File: config.mk
export PLATFORM = sky130hd
export DESIGN_NAME = adc_scan_seq
export DESIGN_NICKNAME = d
export VERILOG_FILES = /design/src/rtl/adc_seq_pkg.sv /design/src/rtl/adc_seq_trig.sv /design/src/rtl/adc_seq_regs.sv /design/src/rtl/adc_seq_timer.sv /design/src/rtl/adc_seq_results.sv /design/src/rtl/adc_scan_seq.sv
export SDC_FILE = /design/constraint.sdc
export NUM_CORES = 1
export LEC_CHECK = 0
export BUFFER_PORTS_ARGS = -buffer_cell sky130_fd_sc_hd__buf_2
export CORE_UTILIZATION = 50
export CTS_BUF_LIST = sky130_fd_sc_hd__clkbuf_4 sky130_fd_sc_hd__clkbuf_8
export CTS_CLUSTER_SIZE = 16
export DETAILED_ROUTE_END_ITERATION = 8
export GPL_ROUTABILITY_DRIVEN = 0
export GPL_TIMING_DRIVEN = 0
export PLACE_DENSITY = 0.77
export RECOVER_POWER = 50
export SLEW_MARGIN = 20
export SYNTH_ARGS = -nofsm -noshare
export SYNTH_HDL_FRONTEND = slang
export SYNTH_SLANG_ARGS = --single-unit
File: constraint.sdc
create_clock -name clk -period 6.7 [get_ports clk]
set_input_delay 0.335 -clock clk [delete_from_list [all_inputs] [get_ports clk]]
set_output_delay 0.335 -clock clk [all_outputs]
set_load 0.01 [all_outputs]
File: src/rtl/adc_seq_pkg.sv
package adc_seq_pkg;
  localparam int CH_W   = 3;
  localparam int NUM_CH = 1 << CH_W;
  localparam logic ADDR_CSR  = 1'b0;
  localparam logic ADDR_TRIG = 1'b1;

  typedef struct packed {
    logic            scan;
    logic            fast;
    logic [CH_W-1:0] chan;
  } adc_cfg_t;

  function automatic int unsigned conv_len(input logic fast,
                                           input int unsigned slow_len,
                                           input int unsigned fast_len);
    return fast ? fast_len : slow_len;
  endfunction

  function automatic logic [CH_W-2:0] last_idx(input adc_cfg_t cfg);
    return cfg.scan ? cfg.chan[CH_W-2:0] : '0;
  endfunction

  function automatic logic [CH_W-1:0] phys_ch(input adc_cfg_t cfg,
                                              input logic [CH_W-2:0] idx);
    return cfg.scan ? {cfg.chan[CH_W-1], idx} : cfg.chan;
  endfunction
endpackage

File: src/rtl/adc_seq_trig.sv
module adc_seq_trig #(
  parameter int NUM_SRC = 2
) (
  input  logic               clk,
  input  logic               rst_n,
  input  logic [NUM_SRC-1:0] src,
  output logic               rise
);
  logic [NUM_SRC-1:0] rise_vec;

  for (genvar i = 0; i < NUM_SRC; i++) begin : g_src
    logic prev_q;
    always_ff @(posedge clk or negedge rst_n) begin
      if (!rst_n) prev_q <= 1'b0;
      else        prev_q <= src[i];
    end
    assign rise_vec[i] = src[i] & ~prev_q;
  end

  assign rise = |rise_vec;
endmodule

File: src/rtl/adc_seq_regs.sv
module adc_seq_regs
  import adc_seq_pkg::*;
(
  input  logic     clk,
  input  logic     rst_n,
  input  logic     stby,
  input  logic     wr_en,
  input  logic     addr,
  input  logic [7:0] wdata,
  output logic [7:0] rdata,
  input  logic     trig_rise,
  input  logic     conv_end,
  input  logic     pass_end,
  output logic     start_q,
  output logic     done_q,
  output adc_cfg_t cfg,
  output logic     abort,
  output logic     trig_start
);
  logic trig_en_q;
  logic wr_csr, wr_trig, sw_start, single_fin, set_done;
  wire  unused_wbit = &{1'b0, wdata[6]};

  assign wr_csr     = wr_en && (addr == ADDR_CSR);
  assign wr_trig    = wr_en && (addr == ADDR_TRIG);
  assign abort      = wr_csr & start_q & ~wdata[5];
  assign sw_start   = wr_csr & ~start_q & wdata[5];
  assign trig_start = trig_en_q & trig_rise & ~start_q & ~wr_csr;
  assign set_done   = conv_end & pass_end & ~abort;
  assign single_fin = set_done & ~cfg.scan;

  always_ff @(posedge clk or negedge rst_n) begin
    if (!rst_n)                        start_q <= 1'b0;
    else if (abort)                    start_q <= 1'b0;
    else if (sw_start || trig_start)   start_q <= 1'b1;
    else if (single_fin)               start_q <= 1'b0;
  end

  always_ff @(posedge clk or negedge rst_n) begin
    if (!rst_n)                   cfg <= '0;
    else if (wr_csr && !start_q)  cfg <= '{scan: wdata[4], fast: wdata[3], chan: wdata[2:0]};
  end

  always_ff @(posedge clk or negedge rst_n) begin
    if (!rst_n)                   done_q <= 1'b0;
    else if (set_done)            done_q <= 1'b1;
    else if (wr_csr && !wdata[7]) done_q <= 1'b0;
  end

  always_ff @(posedge clk or negedge rst_n) begin
    if (!rst_n)        trig_en_q <= 1'b0;
    else if (stby)     trig_en_q <= 1'b0;
    else if (wr_trig)  trig_en_q <= wdata[7];
  end

  always_comb begin
    if (addr == ADDR_CSR) rdata = {done_q, 1'b1, start_q, cfg.scan, cfg.fast, cfg.chan};
    else                  rdata = {trig_en_q, 7'h7F};
  end

  AST_CFG_FROZEN: assert property (@(posedge clk) disable iff (!rst_n)
    start_q && $past(start_q) |-> $stable(cfg));
  AST_STBY_DISABLES: assert property (@(posedge clk) disable iff (!rst_n)
    stby |=> (rdata[7] == 1'b0 || addr == ADDR_CSR) && !trig_en_q);
  AST_TRIG_STARTS: assert property (@(posedge clk) disable iff (!rst_n)
    trig_start |=> start_q);
  AST_SINGLE_SELF_CLEAR: assert property (@(posedge clk) disable iff (!rst_n)
    conv_end && !cfg.scan && !abort |=> !start_q && done_q);
  AST_SCAN_KEEPS_START: assert property (@(posedge clk) disable iff (!rst_n)
    conv_end && cfg.scan && !abort |=> start_q);
endmodule

File: src/rtl/adc_seq_timer.sv
module adc_seq_timer
  import adc_seq_pkg::*;
#(
  parameter int SLOW_LEN = 134,
  parameter int FAST_LEN = 70
) (
  input  logic            clk,
  input  logic            rst_n,
  input  logic            busy,
  input  adc_cfg_t        cfg,
  input  logic            abort,
  output logic [CH_W-1:0] ch_sel,
  output logic            conv_end,
  output logic            pass_end,
  output logic            res_we
);
  localparam int MAX_LEN = (SLOW_LEN > FAST_LEN) ? SLOW_LEN : FAST_LEN;
  localparam int CNT_W   = $clog2(MAX_LEN + 1);

  logic [CNT_W-1:0] cnt_q, len_m1;
  logic [CH_W-2:0]  idx_q;

  assign len_m1   = CNT_W'(conv_len(cfg.fast, SLOW_LEN, FAST_LEN) - 1);
  assign conv_end = busy && (cnt_q == len_m1);
  assign pass_end = (idx_q == last_idx(cfg));
  assign res_we   = conv_end & ~abort;
  assign ch_sel   = phys_ch(cfg, idx_q);

  always_ff @(posedge clk or negedge rst_n) begin
    if (!rst_n) begin
      cnt_q <= '0;
      idx_q <= '0;
    end else if (!busy) begin
      cnt_q <= '0;
      idx_q <= '0;
    end else if (conv_end) begin
      cnt_q <= '0;
      idx_q <= pass_end ? '0 : idx_q + 1'b1;
    end else begin
      cnt_q <= cnt_q + 1'b1;
    end
  end

  AST_CNT_IN_WINDOW: assert property (@(posedge clk) disable iff (!rst_n)
    busy |-> cnt_q <= len_m1);
  AST_CH_IN_GROUP: assert property (@(posedge clk) disable iff (!rst_n)
    busy && cfg.scan |-> ch_sel[CH_W-1] == cfg.chan[CH_W-1] &&
                         ch_sel[CH_W-2:0] <= cfg.chan[CH_W-2:0]);
endmodule

File: src/rtl/adc_seq_results.sv
module adc_seq_results
  import adc_seq_pkg::*;
#(
  parameter int DATA_W = 10
) (
  input  logic              clk,
  input  logic              rst_n,
  input  logic              we,
  input  logic              abort,
  input  logic [CH_W-1:0]   wsel,
  input  logic [DATA_W-1:0] wdata,
  input  logic [CH_W-1:0]   rsel,
  output logic [DATA_W-1:0] rdata
);
  logic [DATA_W-1:0] res_q [NUM_CH];

  for (genvar i = 0; i < NUM_CH; i++) begin : g_res
    always_ff @(posedge clk or negedge rst_n) begin
      if (!rst_n)                             res_q[i] <= '0;
      else if (we && wsel == CH_W'(i))        res_q[i] <= wdata;
    end
    AST_RES_HOLD: assert property (@(posedge clk) disable iff (!rst_n)
      !(we && wsel == CH_W'(i)) |=> $stable(res_q[i]));
  end

  assign rdata = res_q[rsel];

  AST_NO_RESULT_ON_ABORT: assert property (@(posedge clk) disable iff (!rst_n)
    abort |-> !we);
endmodule

File: src/rtl/adc_scan_seq.sv
module adc_scan_seq
  import adc_seq_pkg::*;
#(
  parameter int DATA_W   = 10,
  parameter int SLOW_LEN = 134,
  parameter int FAST_LEN = 70
) (
  input  logic              clk,
  input  logic              rst_n,
  input  logic              stby,
  input  logic              reg_wr,
  input  logic              reg_addr,
  input  logic [7:0]        reg_wdata,
  output logic [7:0]        reg_rdata,
  input  logic              ext_trig,
  input  logic              tmr_match,
  input  logic [DATA_W-1:0] adc_data,
  input  logic [CH_W-1:0]   res_sel,
  output logic [DATA_W-1:0] res_data,
  output logic [CH_W-1:0]   adc_ch,
  output logic              conv_busy,
  output logic              conv_strobe,
  output logic              done_flag
);
  adc_cfg_t cfg;
  logic start_q, abort, trig_start, trig_rise;
  logic conv_end, pass_end, res_we;

  adc_seq_trig #(.NUM_SRC(2)) u_trig (
    .clk(clk), .rst_n(rst_n), .src({tmr_match, ext_trig}), .rise(trig_rise)
  );

  adc_seq_regs u_regs (
    .clk(clk), .rst_n(rst_n), .stby(stby),
    .wr_en(reg_wr), .addr(reg_addr), .wdata(reg_wdata), .rdata(reg_rdata),
    .trig_rise(trig_rise), .conv_end(conv_end), .pass_end(pass_end),
    .start_q(start_q), .done_q(done_flag), .cfg(cfg),
    .abort(abort), .trig_start(trig_start)
  );

  adc_seq_timer #(.SLOW_LEN(SLOW_LEN), .FAST_LEN(FAST_LEN)) u_timer (
    .clk(clk), .rst_n(rst_n), .busy(start_q), .cfg(cfg), .abort(abort),
    .ch_sel(adc_ch), .conv_end(conv_end), .pass_end(pass_end), .res_we(res_we)
  );

  adc_seq_results #(.DATA_W(DATA_W)) u_res (
    .clk(clk), .rst_n(rst_n), .we(res_we), .abort(abort),
    .wsel(adc_ch), .wdata(adc_data), .rsel(res_sel), .rdata(res_data)
  );

  assign conv_busy   = start_q;
  assign conv_strobe = res_we;

  AST_TRIG_IGNORED_BUSY: assert property (@(posedge clk) disable iff (!rst_n)
    conv_busy && !conv_strobe && !abort |=> conv_busy);
endmodule

==> impl_metrics.env <==
export IMPL_status="finished, violations left"
export IMPL_violations="max-capacitance violations, max-slew violations"
export IMPL_synth_simple_area_share=0.0869
export IMPL_critPathMaxFanout=5
export IMPL_cts_buffers_inserted=9
export IMPL_cts_max_level=3
export IMPL_drc=0
export IMPL_peakVddDrop_mv=0.112
export IMPL_yosys_register_bits=100
export IMPL_synth_xor_area_frac=0.0129
export IMPL_ys_seq_area_frac=0.525
export IMPL_place_ws_ps=4120
export IMPL_std_cell_rows=35
export IMPL_power_mw=1.23
export IMPL_r2r_end="u_res.res_q[28]$_DFFE_PN0P_"
export IMPL_hold_path_class="in -> reg"
export IMPL_slew_headroom=-0.197
export IMPL_async_reset_ff_frac=1.00
export IMPL_ant_nets=0
export IMPL_ios=52
export IMPL_final_cell_mix="100 x dfrtp_1, 95 x mux2_2, 41 x buf_2, 20 x mux4_2, 17 x clkbuf_1"
export IMPL_rr_startpoint="u_timer.cnt_q[1]$_DFF_PN0_"
export IMPL_critical_path_required_ps=6360
export IMPL_drtIter0Drc=81
export IMPL_vias=2835
export IMPL_fmax_mhz=377
export IMPL_die_area_um2=9920
export IMPL_drt_first_pass_iters=5
export IMPL_synth_compound_area_frac=0.0236
export IMPL_cts_buffer_depth=2
export IMPL_synth_top_family_by_area="multiplexers"
export IMPL_power_leakage_nw=2.65
export IMPL_first_global_vias=2880
export IMPL_stdcell_count=516
export IMPL_synth_area_um2=4760
export IMPL_critPathCapture="conv_strobe"
export IMPL_fin_nets=412
export IMPL_synth_top_cell_by_area="dfrtp_1"
export IMPL_numClockSinks=100
export IMPL_synth_distinct_cells=40
export IMPL_yosysWarnings=0
export IMPL_post_cts_buffers=0
export IMPL_clk_latency_ps=370
export IMPL_cp_arrival_ps=2310
export IMPL_max_cap_violations=1
export IMPL_groute_usage_overall=0.201
export IMPL_clk_pin_slew_ps=90
export IMPL_dp_hpwl_mm=6.10
export IMPL_hold_path_depth=1
export IMPL_synth_top_area_frac=0.525
export IMPL_drt_vias_per_instance=5.49
export IMPL_r2r_slack_ps=4140
export IMPL_core_um2=9240
export IMPL_overflow=0
export IMPL_antenna_found_initial=0
export IMPL_start_util=0.516
export IMPL_syn_nets=353
export IMPL_die_h_um=99.6
export IMPL_setup_viol=0
export IMPL_finalCritPeriodShare=0.395
export IMPL_synth_fa_ha_area_frac=0.00525
export IMPL_synth_edf_count=0
export IMPL_netlist_instances=323
export IMPL_period_needed_ps=2650
export IMPL_rsz0062_at_grt="no"
export IMPL_setup_tns_ps=0
export IMPL_numPortBuffers=46
export IMPL_placed_cells=499
export IMPL_post_drt_wl_per_cell_um=17.7
export IMPL_grt_max_degree=70
export IMPL_final_max_slew_viol_count=32
export IMPL_wirelength_mm=9.11
export IMPL_areaGrowthSynthToFinish_pct=13.6
export IMPL_grt_pass1_wl_mm=15.0
export IMPL_synthMuxAreaShare=0.326
export IMPL_antenna_cells=0
export IMPL_cts_root_buf="clkbuf_8"
export IMPL_worstMarginPinSlew_ps=1800
export IMPL_cts_tree="done"
export IMPL_fin_skew_ps=9.95
export IMPL_crit_start="u_timer.cnt_q[6]$_DFF_PN0_"
export IMPL_drive_above_1_share=0.494
export IMPL_layout_setup_ws_ps=4050
export IMPL_r2r_cells=7
export IMPL_path_class="reg -> out"
export IMPL_synth_area_top_cells="dfrtp_1 53%, mux2_2 22%, mux4_2 9.5%"
export IMPL_end_kind="output pin"
export IMPL_p_per_area_nw_per_um2=228
export IMPL_syn_area_per_cell_um2=14.7
export IMPL_final_common_cell="dfrtp_1"
export IMPL_timing_final_hold_violations=0
export IMPL_worstSetupStartpointType="flip-flop"
export IMPL_synthFlopType="dfrtp_1"
export IMPL_chipWidth_um=99.6
==> sequential cells by signal, summed over array words and instances, names as in the netlist <==
name                 flops
u_regs.start_q           1
u_regs.done_q            1
u_regs.trig_en_q         1
u_res.res_q             80
u_timer.idx_q            2
u_timer.cnt_q            8
u_trig.g_src.prev_q      2
u_regs.cfg               5
==> area by class of cell <==
class | instances | area (um2)
Buffer | 16 | 71.3
Clock buffer | 10 | 138
Clock inverter | 6 | 86.3
Fill cell | 758 | 3830
Inverter | 5 | 18.8
Multi-Input combinational cell | 202 | 2170
Sequential cell | 100 | 2500
Tap cell | 129 | 161
Timing Repair Buffer | 48 | 262
==> Yosys cell counts, types with 2 or more instances <==
| master | count |
|---|---|
| a21oi_1 | 3 |
| a31oi_1 | 3 |
| and2_1 | 2 |
| and3_1 | 3 |
| buf_4 | 3 |
| clkbuf_1 | 12 |
| dfrtp_1 | 100 |
| ha_1 | 2 |
| inv_1 | 5 |
| mux2_1 | 3 |
| mux2_2 | 95 |
| mux4_2 | 20 |
| nand2_1 | 4 |
| nand2b_1 | 3 |
| nand3_1 | 4 |
| nand3b_1 | 2 |
| nand4_1 | 3 |
| nor2_1 | 11 |
| nor3_1 | 2 |
| nor3_4 | 8 |
| nor3b_1 | 3 |
| o21ai_0 | 3 |
| o22ai_1 | 2 |
| or2_2 | 6 |
| xnor2_1 | 4 |
| xor2_1 | 3 |
==> worst min path at each step <==
| stage | startpoint | end | slack (ps) |
|---|---|---|---|
| finish | tmr_match | u_trig.g_src[1].prev_q$_DFF_PN0_ | 90 |
| global route | tmr_match | u_trig.g_src[1].prev_q$_DFF_PN0_ | 90 |
| CTS | tmr_match | u_trig.g_src[1].prev_q$_DFF_PN0_ | 80 |
| detailed placement | rst_n | u_res.res_q[7]$_DFFE_PN0P_ | 240 |
| global placement | tmr_match | u_trig.g_src[1].prev_q$_DFF_PN0_ | 460 |
| floorplan | rst_n | u_regs.cfg[0]$_DFFE_PN0N_ | 40 |
==> power breakdown <==
part	switching, mW	internal, mW
Combinational	0.0999	0.0689
Sequential	0.0167	0.622
Clock	0.207	0.220
Total	0.323	0.911
==> repair_timing <==
item / in CTS / in global routing
resized for setup: 0 / 0
endpoints found under the hold margin: 31 / 0
hold buffers: 1 / 0
==> through the flow <==
| stage | util | cell area, um2 | hold WS [ps] |
|---|---|---|---|
| floorplan | - | 4760 | 39.4 |
| global placement | 0.558 | 5150 | 458 |
| detailed placement | 0.562 | 5190 | 237 |
| CTS | 0.587 | 5420 | 79.8 |
| global route | 0.586 | 5410 | 92.4 |
| finish | 0.586 | 5410 | 91.9 |
==> logic make-up after synthesis <==
kind of cell | Yosys count
adders and majority gates | 2
buffers and inverters | 21
xor gates and xnor gates | 7
and+or+nand+nor | 57
AOI/OAI and AO/OA | 17
muxes | 118
DFF | 100
other | 1
==> routing by layer <==
layer / wire length (um) / vias to the layer above / track usage
met1: 4060 / 1470 / 0.266
met2: 4640 / 48 / 0.335
li1: - / 1306 / -
met4: 149 / 0 / 0.0747
met3: 255 / 11 / 0.0344
met5: 0 / - / 0
==> critical path, cell delays in order (launching register included) <==
cell      delay (ps)
dfrtp_1          430
or3b_2           510
a211oi_1         560
nand2_1          200
nor2_1           120
buf_2            130
Note: power is estimated with default switching activity, not from simulation.
